--- config.mk ---
export PLATFORM = sky130hd
export DESIGN_NAME = sysret_ctl
export DESIGN_NICKNAME = d
export VERILOG_FILES = /design/src/rtl/sysret_pkg.sv /design/src/rtl/sysret_decode.sv /design/src/rtl/sysret_stack.sv /design/src/rtl/sysret_flags.sv /design/src/rtl/sysret_ctl.sv
export SDC_FILE = /design/constraint.sdc
export NUM_CORES = 1
export LEC_CHECK = 0
export ABC_AREA = 1
export BUFFER_PORTS_ARGS = -buffer_cell sky130_fd_sc_hd__buf_2
export CAP_MARGIN = 0
export CORE_UTILIZATION = 25
export CTS_CLUSTER_DIAMETER = 150
export DETAILED_ROUTE_END_ITERATION = 6
export PLACE_DENSITY = 0.41
export SYNTH_ARGS = -nofsm -noshare
export SYNTH_HDL_FRONTEND = slang
export SYNTH_SLANG_ARGS = --single-unit
--- constraint.sdc ---
create_clock -name clk -period 3.15 [get_ports clk]
set_clock_uncertainty 0.1 [all_clocks]
set_input_delay 0.315 -clock clk [delete_from_list [all_inputs] [get_ports clk]]
set_output_delay 0.315 -clock clk [all_outputs]
set_load 0.01 [all_outputs]
--- src/rtl/sysret_pkg.sv ---
`timescale 1ns/1ps
// Package: shared widths, opcode values and the decoded operation type.
// Assumes the 13-bit word layout and the 10-bit program counter of the core.
package sysret_pkg;
    localparam int IW = 13;
    localparam int PCW = 10;

    localparam logic [IW-1:0] W_NOP   = 13'h0000;
    localparam logic [IW-1:0] W_SLEEP = 13'h0003;
    localparam logic [IW-1:0] W_WDTC  = 13'h0004;
    localparam logic [IW-1:0] W_ENI   = 13'h0010;
    localparam logic [IW-1:0] W_DISI  = 13'h0011;
    localparam logic [IW-1:0] W_RET   = 13'h0012;
    localparam logic [IW-1:0] W_RETI  = 13'h0013;

    typedef enum logic [2:0] {
        OP_NONE, OP_NOP, OP_SLEEP, OP_WDTC, OP_ENI, OP_DISI, OP_RET, OP_RETI
    } sys_op_e;
endpackage

--- src/rtl/sysret_decode.sv ---
`timescale 1ns/1ps
// Module: sysret_decode
// Maps a valid instruction word to a system operation. Any word that is not
// one of the seven system words becomes OP_NONE. Purely combinational.
module sysret_decode
    import sysret_pkg::*;
(
    input  logic          valid,
    input  logic [IW-1:0] word,
    output sys_op_e       op
);
    // Purpose: compare the word against each system opcode.
    always_comb begin
        op = OP_NONE;
        if (valid) begin
            case (word)
                W_NOP:   op = OP_NOP;
                W_SLEEP: op = OP_SLEEP;
                W_WDTC:  op = OP_WDTC;
                W_ENI:   op = OP_ENI;
                W_DISI:  op = OP_DISI;
                W_RET:   op = OP_RET;
                W_RETI:  op = OP_RETI;
                default: op = OP_NONE;
            endcase
        end
    end
endmodule

--- src/rtl/sysret_stack.sv ---
`timescale 1ns/1ps
// Module: sysret_stack
// Circular return-address stack. The pointer names the next free slot and
// wraps on overflow and underflow without any indication. A pop together
// with a push overwrites the current top. Assumes DEPTH is a power of two.
module sysret_stack #(
    parameter int DEPTH = 8,
    parameter int AW    = 10
) (
    input  logic          clk,
    input  logic          rst_n,
    input  logic          push,
    input  logic          pop,
    input  logic [AW-1:0] push_data,
    output logic [AW-1:0] top_data
);
    localparam int PTR_W = $clog2(DEPTH);
    localparam logic [PTR_W-1:0] ONE = PTR_W'(1);

    logic [PTR_W-1:0] sp;
    logic [PTR_W-1:0] top_idx;
    logic [PTR_W-1:0] wr_idx;
    logic             wr_en;
    logic [DEPTH-1:0][AW-1:0] ent;

    // Purpose: locate the top entry and the slot a push writes.
    always_comb begin
        top_idx  = sp - ONE;
        wr_en    = push;
        wr_idx   = pop ? top_idx : sp;
        top_data = ent[top_idx];
    end

    // Purpose: move the pointer; a simultaneous push and pop leaves it unchanged.
    always_ff @(posedge clk) begin
        if (!rst_n)
            sp <= '0;
        else if (push && !pop)
            sp <= sp + ONE;
        else if (pop && !push)
            sp <= sp - ONE;
    end

    for (genvar i = 0; i < DEPTH; i++) begin : g_ent
        logic [AW-1:0] q;
        // Purpose: store one return address when this slot is written.
        always_ff @(posedge clk) begin
            if (!rst_n)
                q <= '0;
            else if (wr_en && wr_idx == PTR_W'(i))
                q <= push_data;
        end
        assign ent[i] = q;
    end
endmodule

--- src/rtl/sysret_flags.sv ---
`timescale 1ns/1ps
// Module: sysret_flags
// Holds the interrupt-enable flag and the T and P status bits. An accepted
// interrupt clears the enable flag and overrides any set in the same cycle.
module sysret_flags
    import sysret_pkg::*;
(
    input  logic    clk,
    input  logic    rst_n,
    input  sys_op_e op,
    input  logic    take,
    output logic    int_en,
    output logic    stat_t,
    output logic    stat_p
);
    // Purpose: update the interrupt-enable flag.
    always_ff @(posedge clk) begin
        if (!rst_n)
            int_en <= 1'b0;
        else if (take)
            int_en <= 1'b0;
        else if (op == OP_ENI || op == OP_RETI)
            int_en <= 1'b1;
        else if (op == OP_DISI)
            int_en <= 1'b0;
    end

    // Purpose: update the time-out and power-down bits on sleep or watchdog clear.
    always_ff @(posedge clk) begin
        if (!rst_n) begin
            stat_t <= 1'b1;
            stat_p <= 1'b1;
        end else if (op == OP_SLEEP) begin
            stat_t <= 1'b1;
            stat_p <= 1'b0;
        end else if (op == OP_WDTC) begin
            stat_t <= 1'b1;
            stat_p <= 1'b1;
        end
    end
endmodule

--- src/rtl/sysret_ctl.sv ---
`timescale 1ns/1ps
// Module: sysret_ctl (top)
// Executes the no-operand system words, keeps the return stack and the
// interrupt flag, and registers every strobe. Assumes one word per cycle,
// qualified by instr_valid, and a synchronous active-low reset.
module sysret_ctl
    import sysret_pkg::*;
#(
    parameter int DEPTH = 8
) (
    input  logic           clk,
    input  logic           rst_n,
    input  logic           instr_valid,
    input  logic [IW-1:0]  instr,
    input  logic           call_push,
    input  logic [PCW-1:0] push_addr,
    input  logic           irq_req,
    output logic           handled,
    output logic           wdt_clr,
    output logic           osc_stop,
    output logic           pc_load,
    output logic [PCW-1:0] pc_next,
    output logic           int_take,
    output logic           int_en,
    output logic           stat_t,
    output logic           stat_p
);
    sys_op_e        op;
    logic           take;
    logic           is_pop;
    logic           do_push;
    logic [PCW-1:0] top_data;

    sysret_decode u_dec (.valid(instr_valid), .word(instr), .op(op));

    // Purpose: derive interrupt accept, pop and push requests.
    always_comb begin
        take    = irq_req && int_en;
        is_pop  = (op == OP_RET) || (op == OP_RETI);
        do_push = call_push || take;
    end

    sysret_stack #(.DEPTH(DEPTH), .AW(PCW)) u_stk (
        .clk(clk), .rst_n(rst_n), .push(do_push), .pop(is_pop),
        .push_data(push_addr), .top_data(top_data)
    );

    sysret_flags u_flg (
        .clk(clk), .rst_n(rst_n), .op(op), .take(take),
        .int_en(int_en), .stat_t(stat_t), .stat_p(stat_p)
    );

    // Purpose: register the one-cycle strobes and the return address.
    always_ff @(posedge clk) begin
        if (!rst_n) begin
            handled  <= 1'b0;
            wdt_clr  <= 1'b0;
            osc_stop <= 1'b0;
            pc_load  <= 1'b0;
            int_take <= 1'b0;
            pc_next  <= '0;
        end else begin
            handled  <= (op != OP_NONE);
            wdt_clr  <= (op == OP_SLEEP) || (op == OP_WDTC);
            osc_stop <= (op == OP_SLEEP);
            pc_load  <= is_pop;
            int_take <= take;
            if (is_pop)
                pc_next <= top_data;
        end
    end
endmodule

== Word level (Yosys, flattened, before mapping) ==
Index checks and enable logic that the tools add are counted.

* Word-level logic and storage cells: 75
* Bits of input ports: 28
* Register bits: 100
* Output and inout port bits: 18

* Equal/unequal tests: 19
* Reductions and logical operators: 24
* Muxes and demuxes: 11
* Add/sub/neg operators: 2
* Order comparisons: 1
* Bitwise logic cells: 1

{| class="wikitable"
|+ Operators by type and width
! operator !! number
|-
| $eq A13 B5 Y1 const B || 4
|-
| $bmux W10 S3 || 1
|-
| $eq A3 B3 Y1 const B || 8
|-
| $pmux W3 S7 || 1
|-
| $eq A13 B2 Y1 const B || 1
|-
| $eq A13 B3 Y1 const B || 1
|-
| $logic_not A13 Y1 || 1
|-
| $eq A3 B2 Y1 const B || 4
|-
| $mux W3 || 4
|-
| $logic_and A1 B1 Y1 || 11
|-
| $mux W10 || 1
|-
| $reduce_bool A2 Y1 || 3
|-
| $logic_or A1 B1 Y1 || 4
|-
| $lt A3 B4 Y1 const B || 1
|-
| $mux W1 || 4
|-
| $add A3 B1 Y3 const B || 1
|-
| $eq A3 B1 Y1 const B || 1
|-
| $logic_not A3 Y1 || 1
|-
| $reduce_bool A3 Y1 || 1
|-
| $sub A3 B1 Y3 const B || 1
|-
| $logic_not A1 Y1 || 2
|-
| $reduce_or A2 Y1 || 1
|-
| $not A1 Y1 || 1
|}

== Logic depth before layout (Yosys ltp) ==
* Depth after elaboration: 8
* Gate-level depth with buffers: 14
* Gate-level depth less buffers: 13

== Hierarchy ==
From an unflattened synthesis, not the netlist that was laid out.

* Cell total of the unflattened synthesis: 797
* Area total of the unflattened synthesis: 5126.2 µm²

{| class="wikitable"
|+ By module, submodules not included
! module !! cells an instance !! seq. area each (µm²) !! area an instance (µm²) !! times used
|-
| sysret_stack || 652 || 1661.6 || 4245.3 || 1
|-
| sysret_ctl || 81 || 300.3 || 565.5 || 1
|-
| sysret_decode || 45 || 0.0 || 200.2 || 1
|-
| sysret_flags || 19 || 40.0 || 115.1 || 1
|}

== Least setup slack after synthesis ==
Ideal clock, no wire load.

* Path kind: register to register
* Start point: reg u_stk.sp[0]
* End point: reg u_stk.g_ent[6].q[0]
* Clock period less this slack: 2367 ps
* Arrival time: 2152 ps
* Library setup time: 115 ps
* Setup slack: 783 ps
* Buffers on the path: 3
* Cell stages (with the launch flop): 12
* Cell sequence: dfxtp_1 -> clkbuf_1 -> clkinv_1 -> buf_1 -> ha_1 -> xnor2_1 -> nand3_2 -> nand3_4 -> inv_2 -> buf_4 -> a21oi_1 -> nor2_1

* Word-level cells in the longest chain between the ends: 4

{| class="wikitable"
|+ RTL lines
! element !! RTL line !! RTL
|-
| start: declaration || sysret_stack.sv:20 || <nowiki>logic [PTR_W-1:0] sp;</nowiki>
|-
| start signal: assignment || sysret_stack.sv:39 || <nowiki>sp <= sp + ONE;</nowiki>
|-
| start signal: assignment || sysret_stack.sv:41 || <nowiki>sp <= sp - ONE;</nowiki>
|-
| $sub A3 B1 Y3 || sysret_stack.sv:28 || <nowiki>top_idx = sp - ONE;</nowiki>
|-
| $mux W3 * || sysret_stack.sv:30 || <nowiki>wr_idx = pop ? top_idx : sp;</nowiki>
|-
| $eq A3 B3 Y1 * || sysret_stack.sv:50 || <nowiki>else if (wr_en && wr_idx == PTR_W'(i))</nowiki>
|-
| $logic_and A1 B1 Y1 * || sysret_stack.sv:50 ||
|-
| end signal: assignment || sysret_stack.sv:51 || <nowiki>q <= push_data;</nowiki>
|-
| end: declaration || sysret_stack.sv:45 || <nowiki>logic [AW-1:0] q;</nowiki>
|}

Mark *: on every way between the ends. The rest lies on a longest branch, timed or not.
A chain may end at the register's enable or synchronous reset.

== Final worst setup path ==
* Start point: reg u_stk.sp[1]
* End point: reg u_stk.g_ent[0].q[4]

* Word-level cells in the longest chain between the ends: 4

{| class="wikitable"
|+ RTL lines
! element !! RTL line
|-
| $sub A3 B1 Y3 || sysret_stack.sv:28
|-
| $mux W3 * || sysret_stack.sv:30
|-
| $logic_not A3 Y1 * || sysret_stack.sv:50
|-
| $logic_and A1 B1 Y1 * || sysret_stack.sv:50
|-
| end signal: assignment || sysret_stack.sv:51
|-
| end: declaration || sysret_stack.sv:45
|}

Marked as above.

==> run summary <==
The DRC violation total after the first TritonRoute iteration came out at ~260. The aggregate global routing overflow came out at 0. The post-route antenna net violation count is 0. In this run the worst hold path is classified as input pin to flip-flop. The standard cell core area came out at approximately 20000 um^2. The number of buffers inserted by hold repair at cts is 0.

The H-tree generated during clock tree synthesis spans 3 levels. The die height came out at ~140 um. The max capacitance violation total is 0. Across the whole layout, storage elements account for 2000 um^2. The number of distinct standard cells referenced by the synthesized netlist came out at 33. The worst path uses 76.7% of the clock period. Traced cell by cell, the critical path runs through inv_1, ha_1, xnor2_1, nand3_2, a21oi_2, buf_4, nand3_1, nand2_1, nor2_1. The via count normalized by instance count came out at approximately 4.6. Clock-pin slew was measured on the worst setup and hold paths at around 0.070 ns. The number of flops mapped to enable cells by yosys came out at 0.

By count the netlist is led by sky130_fd_sc_hd__nor2_1 (212), sky130_fd_sc_hd__nand2_1 (110), sky130_fd_sc_hd__dfxtp_1 (100). Of all cell types, the one taking the most synthesized area is sky130_fd_sc_hd__dfxtp_1. The post-synthesis cell area is about 5100 um^2. The detailed placement HPWL is around 10000 um.

The share of post-route cells with drive strength above 1 is between 15 and 20%. The endpoint arrival time on the critical path is between 2 and 3 ns. The number of antenna violations at the first check in global routing is 0.

The DRC violation count after routing came out at 0. Among all stages on the critical path, the largest delay is contributed by sky130_fd_sc_hd__xnor2_1. Among all flip-flop cells after synthesis, the most frequent one is sky130_fd_sc_hd__dfxtp_1. The static power due to leakage came out at 2.49 nW. In the post-synthesis netlist, the cell with the most instances is sky130_fd_sc_hd__nor2_1. The sequential cell area fraction in the yosys report is between 30% and 40%. When the netlist entered floorplanning its net count stood at roughly 760. Summed over all layers, the routed wires come to ~15000 um.

The overall global routing resource usage is between 10% and 20%. After synthesis, the largest area contributor takes up around 39% of total cell area. The number of pins exceeding their max-slew limit in the final report came out at 0.

The worst setup path is launched from a flip-flop. The via count of the first global-routing pass is 4494. In this run the core area contains about 50 standard-cell rows. The slack of the critical path came out at 0.732 ns. The global-route wire length before repair came out at 24800 um. The number of port buffers came out at 44. In the final routed layout, each cell accounts on average for approximately 15 um. In this run the cell area measured after placement is 5490 um^2. The flow ran to the end, and the final reports show no timing, DRC or antenna violations. The starting utilization of the core area is 25.8%. The areal power density over the cells came out at roughly 530 nW/um^2. The average instance area after synthesis is just under 7 um^2. The number of clock sinks seen by CTS is 100.

The pin count of the biggest net entering global routing is 45. The global placer's final weighted congestion came out at between 0.7 and 0.8. Setup violations remaining at the end of the flow were counted as 0. The final period demand of the worst path came out at between 2 and 2.5 ns. The share of synthesized flip-flops with an asynchronous set or reset is 0%. Sorting the synthesized cells by area gives the leading types as sky130_fd_sc_hd__dfxtp_1 (39%), sky130_fd_sc_hd__nor2_1 (16%), sky130_fd_sc_hd__nand2_1 (8.1%). The first detailed-routing pass ran for 5 iterations. TritonCTS built the clock tree. The synthesis-stage register bit count came out at 100. The worst reg-to-reg setup slack came out at between 0.7 and 0.8 ns. The pre-CTS setup slack is between 0.7 and 0.8 ns.

Setup repair after global routing left no endpoint under its margin. The maximum buffer depth of the clock tree came out at 2. The root buffer selected by CTS is sky130_fd_sc_hd__clkbuf_16.

Data on the critical path is required at its endpoint by 3.30 ns. Post-CTS timing repair inserted 0 buffers for setup. The total die area is about 21000 um^2.

The layout filler cell count is ~2.2k. Once the clock tree was built, the resizer swapped 0 gates to a different size. The layout overhead on the synthesized area came out at 14.2%. The kind of critical path is flip-flop to flip-flop. The largest single stage delay on the critical path is 0.46 ns. The repair_antennas step left the layout with diodes totalling 0. The post-route setup TNS is 0 ns. The number of nets at the end of the flow is 786. The slew at the pin with the worst max-slew slack is 0.696 ns. The I/O pin total is 46. The clock reaches the later pin of the worst-skew pair after about 0.35 ns.

In this run the worst path has a maximum fanout of 40. The horizontal die dimension is 144 um. The number of failing hold endpoints at the final stage is 0.

Derived from the worst setup path, the maximum achievable clock frequency is between 400 and 500 MHz. Across the VDD grid, the largest voltage drop is between 0.0002 and 0.00025 V. The worst setup path is captured at a flip-flop. The number of vias after detailed routing is approximately 4.7k.

The finished layout cell area came out at 5790 um^2. Synthesis produced a netlist whose cell count is roughly 730. Headroom to the max-slew limit came out at a little over half. The area of the multi-input gates came out at 2720 um^2.

Hold timing on the final database bottoms out at a slack of approximately 0.14 ns. Counting the buffers created by CTS gives 9. The warning count from the yosys run is 0.
## cells by family after synthesis
group / synth area share, %
and+or+nand+nor: 40.4
AOI/OAI and AO/OA: 11.8
DFF: 39.5
buffers and inverters: 6.93
xor gates and xnor gates: 0.518
adders and majority gates: 0.740
other: 0.0739
## layout make-up
class | instances | area share [%]
inverters | 34 | 2.20
multi-input cells | 554 | 46.9
repair buffers | 56 | 5.36
well taps | 265 | 5.72
flip-flops and latches | 100 | 34.6
clock buffers | 11 | 4.19
clock inverters | 5 | 1.04
## sequential cells by signal, indices dropped and copies added (netlist names)
register,cells
u_stk.g_ent.q,80
pc_next,10
u_stk.sp,3
handled,1
int_take,1
osc_stop,1
pc_load,1
u_flg.int_en,1
u_flg.stat_p,1
wdt_clr,1
## worst max-delay path: cells and delay by family (launching register included)
| family | cells | cell delay (ns) |
|---|---|---|
| and+or+nand+nor | 4 | 0.50 |
| xor gates and xnor gates | 1 | 0.46 |
| DFF | 1 | 0.36 |
| adders and majority gates | 1 | 0.20 |
| AOI/OAI and AO/OA | 1 | 0.17 |
| buffers and inverters | 2 | 0.50 |
## layout by cell type, fill, tap and decap left out, types with 11 or more instances in the layout
cell	n
sky130_fd_sc_hd__o21ai_0	54
sky130_fd_sc_hd__inv_1	30
sky130_fd_sc_hd__nor2_1	212
sky130_fd_sc_hd__dfxtp_1	100
sky130_fd_sc_hd__nand3_1	75
sky130_fd_sc_hd__a21oi_1	26
sky130_fd_sc_hd__nand2_1	110
sky130_fd_sc_hd__o221ai_1	20
sky130_fd_sc_hd__nor2_2	11
sky130_fd_sc_hd__buf_2	44
sky130_fd_sc_hd__buf_4	12
## report_power, final
| part | switching [mW] | internal [mW] |
|---|---|---|
| combinational | 0.385 | 0.165 |
| clock | 0.512 | 0.642 |
| sequential | 0.0255 | 1.31 |
| total | 0.923 | 2.12 |
## per-stage QoR
step / cells / total power, mW / utilization [%]
finish: 1025 / 3.04 / 29.5
global route: 1025 / 3.20 / 29.5
CTS: 1025 / 3.09 / 29.5
detailed placement: 1009 / 1.92 / 27.9
global placement: 1009 / 1.92 / 27.9
floorplan: 732 / 1.75 / -
## path summary, 6_finish.rpt
check                                   startpoint                                to  cells after the start
hold reg to reg   u_stk.g_ent[2].q[5]$_SDFFE_PN0P_  u_stk.g_ent[2].q[5]$_SDFFE_PN0P_                      2
hold / removal                             irq_req               int_take$_SDFF_PN0_                      3
setup / recovery          u_stk.sp[1]$_SDFFE_PN0P_  u_stk.g_ent[0].q[4]$_SDFFE_PN0P_                      9
setup reg to reg          u_stk.sp[1]$_SDFFE_PN0P_  u_stk.g_ent[0].q[4]$_SDFFE_PN0P_                      9
## routing by layer
metal | up-vias | share of wire (%) | GRT usage, %
met1 | 2176 | 50 | 21.7
met5 | - | 0 | 0
met4 | 0 | 1.0 | 5.21
met3 | 8 | 4.8 | 3.01
li1 | 2420 | - | -
met2 | 112 | 44 | 25.3
Note: power is estimated with default switching activity, not from simulation.
